<file path="src/rtl/bch8_map_pkg.sv">
package bch8_map_pkg;
  localparam int DATA_BYTES = 512;
  localparam int CODE_BYTES = 13;
  localparam int SLOT_BYTES = 14;
  localparam int MAX_ERR    = 8;
  localparam int LOC_W      = 13;
  localparam int SPAN       = DATA_BYTES + CODE_BYTES;
  localparam int OFF_W      = $clog2(DATA_BYTES);
  localparam int CNT_W      = $clog2(MAX_ERR + 1);

  typedef enum logic {ST_IDLE, ST_RUN} seq_st_e;

  typedef struct packed {
    logic             bad;
    logic             oob;
    logic [OFF_W-1:0] off;
    logic [7:0]       mask;
  } fix_t;
endpackage

</file>
<file path="src/rtl/bch8_screen.sv">
module bch8_screen
  import bch8_map_pkg::*;
(
  input  logic [SLOT_BYTES*8-1:0] calc_code,
  input  logic [SLOT_BYTES*8-1:0] stored_code,
  output logic                    clean,
  output logic                    erased
);
  logic [CODE_BYTES-1:0] calc_nz;
  logic [SLOT_BYTES-1:0] st_ff;

  // the spare parity byte is left out of the zero test
  for (genvar g = 0; g < CODE_BYTES; g++) begin : g_nz
    assign calc_nz[g] = |calc_code[8*g +: 8];
  end
  for (genvar g = 0; g < SLOT_BYTES; g++) begin : g_ff
    assign st_ff[g] = &stored_code[8*g +: 8];
  end

  assign clean  = ~|calc_nz;
  assign erased = &st_ff;
endmodule

</file>
<file path="src/rtl/bch8_locxlat.sv">
module bch8_locxlat
  import bch8_map_pkg::*;
(
  input  logic [LOC_W-1:0] loc,
  output fix_t             fix
);
  logic [LOC_W-1:0] byte_idx;
  logic [LOC_W-1:0] pos;
  logic             over;

  always_comb begin
    byte_idx = loc >> 3;
    over     = byte_idx > LOC_W'(SPAN - 1);
    // positions are counted back from the last code byte
    pos      = LOC_W'(SPAN - 1) - byte_idx;
    fix.bad  = over;
    fix.oob  = !over && (pos >= LOC_W'(DATA_BYTES));
    fix.off  = fix.oob ? OFF_W'(pos - LOC_W'(DATA_BYTES)) : OFF_W'(pos);
    fix.mask = 8'd1 << loc[2:0];
  end
endmodule

</file>
<file path="src/rtl/bch8_seq.sv">
module bch8_seq
  import bch8_map_pkg::*;
(
  input  logic                     clk,
  input  logic                     rst_n,
  input  logic                     start,
  input  logic                     clean,
  input  logic                     erased,
  input  logic                     uncorr,
  input  logic [CNT_W-1:0]         err_count,
  input  logic [MAX_ERR*LOC_W-1:0] loc_list,
  input  logic                     loc_bad,
  input  logic                     corr_ready,
  output logic [LOC_W-1:0]         cur_loc,
  output logic                     corr_valid,
  output logic                     done,
  output logic                     done_fail,
  output logic [CNT_W-1:0]         done_count
);
  localparam int IDX_W = (MAX_ERR > 1) ? $clog2(MAX_ERR) : 1;

  seq_st_e                         st_q, st_d;
  logic [CNT_W-1:0]                idx_q, idx_d, lim_q, lim_d;
  logic [CNT_W-1:0]                ncorr_q, ncorr_d, cnt_q, cnt_d;
  logic                            bad_q, bad_d, fail_q, fail_d, done_q, done_d;
  logic [MAX_ERR-1:0][LOC_W-1:0]   locs_q;
  logic                            cap_en, more;
  logic [CNT_W-1:0]                lim_cap;

  assign cap_en     = (st_q == ST_IDLE) && start;
  assign lim_cap    = (err_count > CNT_W'(MAX_ERR)) ? CNT_W'(MAX_ERR) : err_count;
  assign more       = idx_q < lim_q;
  assign cur_loc    = locs_q[idx_q[IDX_W-1:0]];
  assign corr_valid = (st_q == ST_RUN) && more && !loc_bad;
  assign done       = done_q;
  assign done_fail  = fail_q;
  assign done_count = cnt_q;

  always_comb begin
    st_d    = st_q;
    idx_d   = idx_q;
    lim_d   = lim_q;
    ncorr_d = ncorr_q;
    bad_d   = bad_q;
    fail_d  = fail_q;
    cnt_d   = cnt_q;
    done_d  = 1'b0;
    case (st_q)
      ST_IDLE: begin
        if (start) begin
          if (clean || erased) begin
            done_d = 1'b1;
            fail_d = 1'b0;
            cnt_d  = '0;
          end else if (uncorr) begin
            done_d = 1'b1;
            fail_d = 1'b1;
            cnt_d  = '0;
          end else begin
            st_d    = ST_RUN;
            idx_d   = '0;
            ncorr_d = '0;
            bad_d   = 1'b0;
            lim_d   = lim_cap;
          end
        end
      end
      ST_RUN: begin
        if (!more) begin
          st_d   = ST_IDLE;
          done_d = 1'b1;
          fail_d = bad_q;
          cnt_d  = ncorr_q;
        end else if (loc_bad) begin
          bad_d = 1'b1;
          idx_d = idx_q + 1'b1;
        end else if (corr_ready) begin
          ncorr_d = ncorr_q + 1'b1;
          idx_d   = idx_q + 1'b1;
        end
      end
      default: st_d = ST_IDLE;
    endcase
  end

  always_ff @(posedge clk or negedge rst_n) begin
    if (!rst_n) begin
      st_q    <= ST_IDLE;
      idx_q   <= '0;
      lim_q   <= '0;
      ncorr_q <= '0;
      bad_q   <= 1'b0;
      fail_q  <= 1'b0;
      cnt_q   <= '0;
      done_q  <= 1'b0;
    end else begin
      st_q    <= st_d;
      idx_q   <= idx_d;
      lim_q   <= lim_d;
      ncorr_q <= ncorr_d;
      bad_q   <= bad_d;
      fail_q  <= fail_d;
      cnt_q   <= cnt_d;
      done_q  <= done_d;
    end
  end

  always_ff @(posedge clk or negedge rst_n) begin
    if (!rst_n)      locs_q <= '0;
    else if (cap_en) locs_q <= loc_list;
  end

  // a stalled command keeps its location
  p_stall_hold_r9: assert property (@(posedge clk) disable iff (!rst_n)
    corr_valid && !corr_ready |=> corr_valid && $stable(cur_loc));
  // done is a single-cycle pulse and never overlaps a command
  p_done_pulse_r10: assert property (@(posedge clk) disable iff (!rst_n)
    done |=> !done);
  p_done_quiet_r10: assert property (@(posedge clk) disable iff (!rst_n)
    done |-> !corr_valid);
  // the count never exceeds the list depth
  p_count_bound_r11: assert property (@(posedge clk) disable iff (!rst_n)
    done |-> done_count <= CNT_W'(MAX_ERR));
endmodule

</file>
<file path="src/rtl/bch8_corrmap.sv">
module bch8_corrmap
  import bch8_map_pkg::*;
(
  input  logic                     clk,
  input  logic                     rst_n,
  input  logic                     start,
  input  logic [SLOT_BYTES*8-1:0]  calc_code,
  input  logic [SLOT_BYTES*8-1:0]  stored_code,
  input  logic [CNT_W-1:0]         err_count,
  input  logic                     uncorrectable,
  input  logic [MAX_ERR*LOC_W-1:0] loc_list,
  output logic [SLOT_BYTES*8-1:0]  lane_code,
  output logic                     corr_valid,
  input  logic                     corr_ready,
  output logic                     corr_oob,
  output logic [OFF_W-1:0]         corr_offset,
  output logic [7:0]               corr_mask,
  output logic                     done,
  output logic                     done_fail,
  output logic [CNT_W-1:0]         done_count
);
  logic             clean, erased;
  logic [LOC_W-1:0] cur_loc;
  fix_t             fix;

  for (genvar g = 0; g < SLOT_BYTES; g++) begin : g_lane
    if (g < CODE_BYTES) begin : g_rev
      assign lane_code[8*g +: 8] = calc_code[8*(CODE_BYTES-1-g) +: 8];
    end else begin : g_pad
      assign lane_code[8*g +: 8] = 8'h00;
    end
  end

  bch8_screen u_screen (
    .calc_code   (calc_code),
    .stored_code (stored_code),
    .clean       (clean),
    .erased      (erased)
  );

  bch8_locxlat u_xlat (
    .loc (cur_loc),
    .fix (fix)
  );

  bch8_seq u_seq (
    .clk        (clk),
    .rst_n      (rst_n),
    .start      (start),
    .clean      (clean),
    .erased     (erased),
    .uncorr     (uncorrectable),
    .err_count  (err_count),
    .loc_list   (loc_list),
    .loc_bad    (fix.bad),
    .corr_ready (corr_ready),
    .cur_loc    (cur_loc),
    .corr_valid (corr_valid),
    .done       (done),
    .done_fail  (done_fail),
    .done_count (done_count)
  );

  assign corr_oob    = fix.oob;
  assign corr_offset = fix.off;
  assign corr_mask   = fix.mask;

  // a parity-area command stays inside the code bytes
  p_oob_range_r6: assert property (@(posedge clk) disable iff (!rst_n)
    corr_valid && corr_oob |-> corr_offset < OFF_W'(CODE_BYTES));
  // exactly one bit is flipped per command
  p_mask_onehot_r6: assert property (@(posedge clk) disable iff (!rst_n)
    corr_valid |-> $countones(corr_mask) == 1);
  // a stalled command keeps its target
  p_fields_hold_r9: assert property (@(posedge clk) disable iff (!rst_n)
    corr_valid && !corr_ready |=> $stable(corr_oob) && $stable(corr_offset) && $stable(corr_mask));
endmodule

</file>
<file path="config.mk">
export PLATFORM = sky130hd
export DESIGN_NAME = bch8_corrmap
export DESIGN_NICKNAME = d
export VERILOG_FILES = /design/src/rtl/bch8_map_pkg.sv /design/src/rtl/bch8_screen.sv /design/src/rtl/bch8_locxlat.sv /design/src/rtl/bch8_seq.sv /design/src/rtl/bch8_corrmap.sv
export SDC_FILE = /design/constraint.sdc
export NUM_CORES = 1
export LEC_CHECK = 0
export ABC_AREA = 1
export BUFFER_PORTS_ARGS = -buffer_cell sky130_fd_sc_hd__buf_2
export CORE_AREA = 10 10 175 177
export CTS_BUF_LIST = sky130_fd_sc_hd__clkbuf_8 sky130_fd_sc_hd__clkbuf_16
export DETAILED_ROUTE_END_ITERATION = 7
export DIE_AREA = 0 0 185 187
export SLEW_MARGIN = 20
export SYNTH_ARGS = -nofsm -noshare
export SYNTH_HDL_FRONTEND = slang
export SYNTH_SLANG_ARGS = --single-unit
</file>
<file path="constraint.sdc">
create_clock -name clk -period 2.5 [get_ports clk]
set_clock_uncertainty 0.05 [all_clocks]
set_input_delay 0.25 -clock clk [delete_from_list [all_inputs] [get_ports clk]]
set_output_delay 0.25 -clock clk [all_outputs]
set_load 0.01 [all_outputs]
</file>
==> flow_summary.json <==
{
  "outcome": "finished with violations",
  "violations": "setup timing",
  "die_h_um": 187,
  "p_seq_frac": 0.276,
  "cts_buffer_depth": 2,
  "rsz0062_at_grt": "yes",
  "synth_edf_count": 0,
  "drcViolationCount": 0,
  "dr.pass1.iters": 4,
  "place_area_mm2": 0.00971,
  "r2r_start": "u_seq.idx_q[1]",
  "cts_htree_levels": 4,
  "crit_arrival_ns": 2.36,
  "power_frac_clock": 0.194,
  "post-route-period-util": 1.06,
  "cts_made_buffers": 17,
  "synth_flop_cell": "dfrtp_1",
  "antenna_found_initial": 9,
  "first_iter_violations": 349,
  "finalWorstSetupSlack_ns": -0.158,
  "post-route-min-period_ns": 2.66,
  "synth_top_area_cell": "dfrtp_1",
  "ant_nets": 0,
  "start_util": 0.286,
  "cp-start-kind": "register",
  "ys_ff_latch": 124,
  "grt_overflow": 0,
  "regArea_mm2": 0.00310,
  "synth_cell_types": 32,
  "dp_slack_ns": 0.140,
  "crit_type": "register to primary output",
  "drive_above_1_share": 0.493,
  "clkTransAtPathRegs_ns": 0.06,
  "highest_layer": "met5",
  "synthCells": 961,
  "worst_slew_margin_rel": 0.578,
  "viasPerCell": 4.46,
  "syn_avg_cell_area_um2": 8.12,
  "yosysSeqAreaShare": 0.398,
  "maxCapViolCount": 0,
  "vias": 7681,
  "wl_per_cell_um": 19.1,
  "p_per_area_mw_per_mm2": 1160,
  "worstPathRequired_ns": 2.20,
  "synth_top_area_frac": 0.398,
  "grt_first_pass_wirelength_mm": 46.7,
  "die_area_mm2": 0.0346,
  "synthArstFlopShare": 1.00,
  "power_leakage_nw": 5.65,
  "cts_tree": "yes",
  "yosysMostFrequentCell": "nor2_1",
  "row_count": 61,
  "cts_root_buf": "clkbuf_16",
  "holdCritStartpoint": "loc_list[55]",
  "p_switching_w": 0.00512,
  "gp_congestion": 0.993,
  "route.final.wire_length_mm": 32.9,
  "grt.total_usage": 0.179,
  "wl_met1_mm": 11.9,
  "design_area_mm2": 0.0110,
  "area_growth_pct": 41.5,
  "cp_max_fo": 23,
  "peakVddDrop_mv": 1.10,
  "intPower_w": 0.00771,
  "synthTopCellsByArea": "dfrtp_1, mux2_2, buf_4",
  "dr_wl_met2_mm": 16.9,
  "num-fill-cells": 2818,
  "portBuffers": 457,
  "insertion_delay_ns": 0.41,
  "synth_area_mm2": 0.00780,
  "ys_warn_count": 0,
  "io-pin-count": 474,
  "grt_pass1_vias": 7954,
  "core_area_mm2": 0.0273,
  "nNetsFinal": 1705,
  "place_hpwl_mm": 27.5,
  "grt_max_degree": 76,
  "final_util": 0.404,
  "multiInputGateArea_mm2": 0.00374,
  "holdWs_ns": 0.0164,
  "final_hold_viol_count": 0,
  "die_x_um": 185,
  "startpoint": "u_seq.idx_q[0]",
  "switching_share": 0.399,
  "clkSinkCount": 124,
  "synthTopCellsByCount": "nor2_1, nand2_1, dfrtp_1",
  "endpoint_kind": "primary output",
  "met3_length_mm": 3.26,
  "maxSlewViolCount": 0,
  "fmax_ghz": 0.376,
  "setup_viol": 17,
  "p_comb_frac": 0.529,
  "min_path_type": "input port to register",
  "worstMarginPinSlew_ns": 0.633
}
[worst max-delay path, cell delays in order (launching register included)]
cell     delay [ns]
dfrtp_2        0.51
buf_12         0.20
nor2_1         0.10
nor2_1         0.05
o21ai_1        0.10
nand3_1        0.12
nand2_2        0.14
nand2_2        0.08
nor2_4         0.16
nand2_8        0.08
a21oi_2        0.14
buf_4          0.15
buf_6          0.10
[layout make-up]
type                       count  share of cell area
antenna                        2            0.000453
clock buffer                  22              0.0448
clock inverter                10              0.0102
inverter                      43              0.0158
multi-input combinational    656               0.338
sequential                   124               0.281
tap                          346              0.0392
timing repair buffer         519               0.270
[flip-flops by register name (all words and copies together), names as in the netlist]
register          flops
u_seq.idx_q           4
u_seq.st_q            1
u_seq.lim_q           4
u_seq.locs_q        104
u_seq.ncorr_q         4
u_seq.bad_q           1
u_seq.done_count      4
u_seq.done            1
u_seq.done_fail       1
[through the flow]
step / cells / power [W] / TNS (ns)
finish: 1722 / 0.0128 / -1.27
CTS: 1711 / 0.0120 / -1.64
global route: 1720 / 0.0138 / -3.42
floorplan: 968 / 0.00730 / 0
global placement: 1649 / 0.00900 / 0
detailed placement: 1649 / 0.00913 / 0
[routing by layer]
metal  vias to the layer above  global-route usage
li1                       3783                   -
met1                      3538               0.187
met2                       299               0.321
met3                        47              0.0666
met4                        14              0.0553
met5                         -                   0
[power groups by stage]
| stage | combinational, W | clock (W) | sequential (W) |
|---|---|---|---|
| after floorplan | 0.00392 | 0 | 0.00337 |
| after global placement | 0.00548 | 0 | 0.00353 |
| after CTS | 0.00596 | 0.00254 | 0.00352 |
| final | 0.00679 | 0.00249 | 0.00355 |
| after detailed placement | 0.00557 | 0 | 0.00355 |
| after global routing | 0.00748 | 0.00263 | 0.00366 |
[worst paths after layout]
check	endpoint	slack, ns	depth (start not counted)
worst max-delay path	corr_valid	-0.16	12
worst min-delay path	u_seq.locs_q[55]	0.02	2
worst max register to register	u_seq.ncorr_q[1]	0.33	8
worst min register to register	u_seq.done_count[2]	0.42	2
max in group asynchronous	u_seq.locs_q[43]	1.40	3
min in group asynchronous	u_seq.locs_q[87]	0.34	2
[what timing repair did]
action,CTS,global route
setup endpoints to repair,18,18
hold buffers,20,0
buffers inserted,11,7
endpoints found under the hold margin,61,0
pin swaps,12,23
gates cloned,0,2
resized for setup,18,70
[logic make-up after synthesis]
kind of cell             share of synthesized area
AND/OR/NAND/NOR                              0.240
adder cells (fa/ha/maj)                     0.0112
buffers and inverters                        0.158
flip-flops                                   0.398
XOR/XNOR                                    0.0123
other                                     0.000481
multiplexers                                 0.117
AO/OA/AOI/OAI                               0.0635
[cells in the final DEF, fill, tap and decap left out, types with 4 or more instances in the layout]
cell type	instances
a21oi_1	28
nor2_4	5
o21ai_0	12
dfrtp_1	123
nand3_1	43
inv_2	4
clkbuf_16	19
dlygate4sd3_1	20
xor2_1	5
nand2_4	8
nor2_1	200
buf_6	12
o21ai_2	7
a21oi_2	4
nand2_1	174
conb_1	8
buf_12	7
nand4_1	5
o21ai_1	22
nor2_2	7
nand2_2	13
clkinvlp_4	4
ha_1	5
buf_2	453
inv_1	36
clkbuf_8	5
buf_4	25
mux2_2	81
o22ai_1	6
Power figures use the tool's default switching activity.
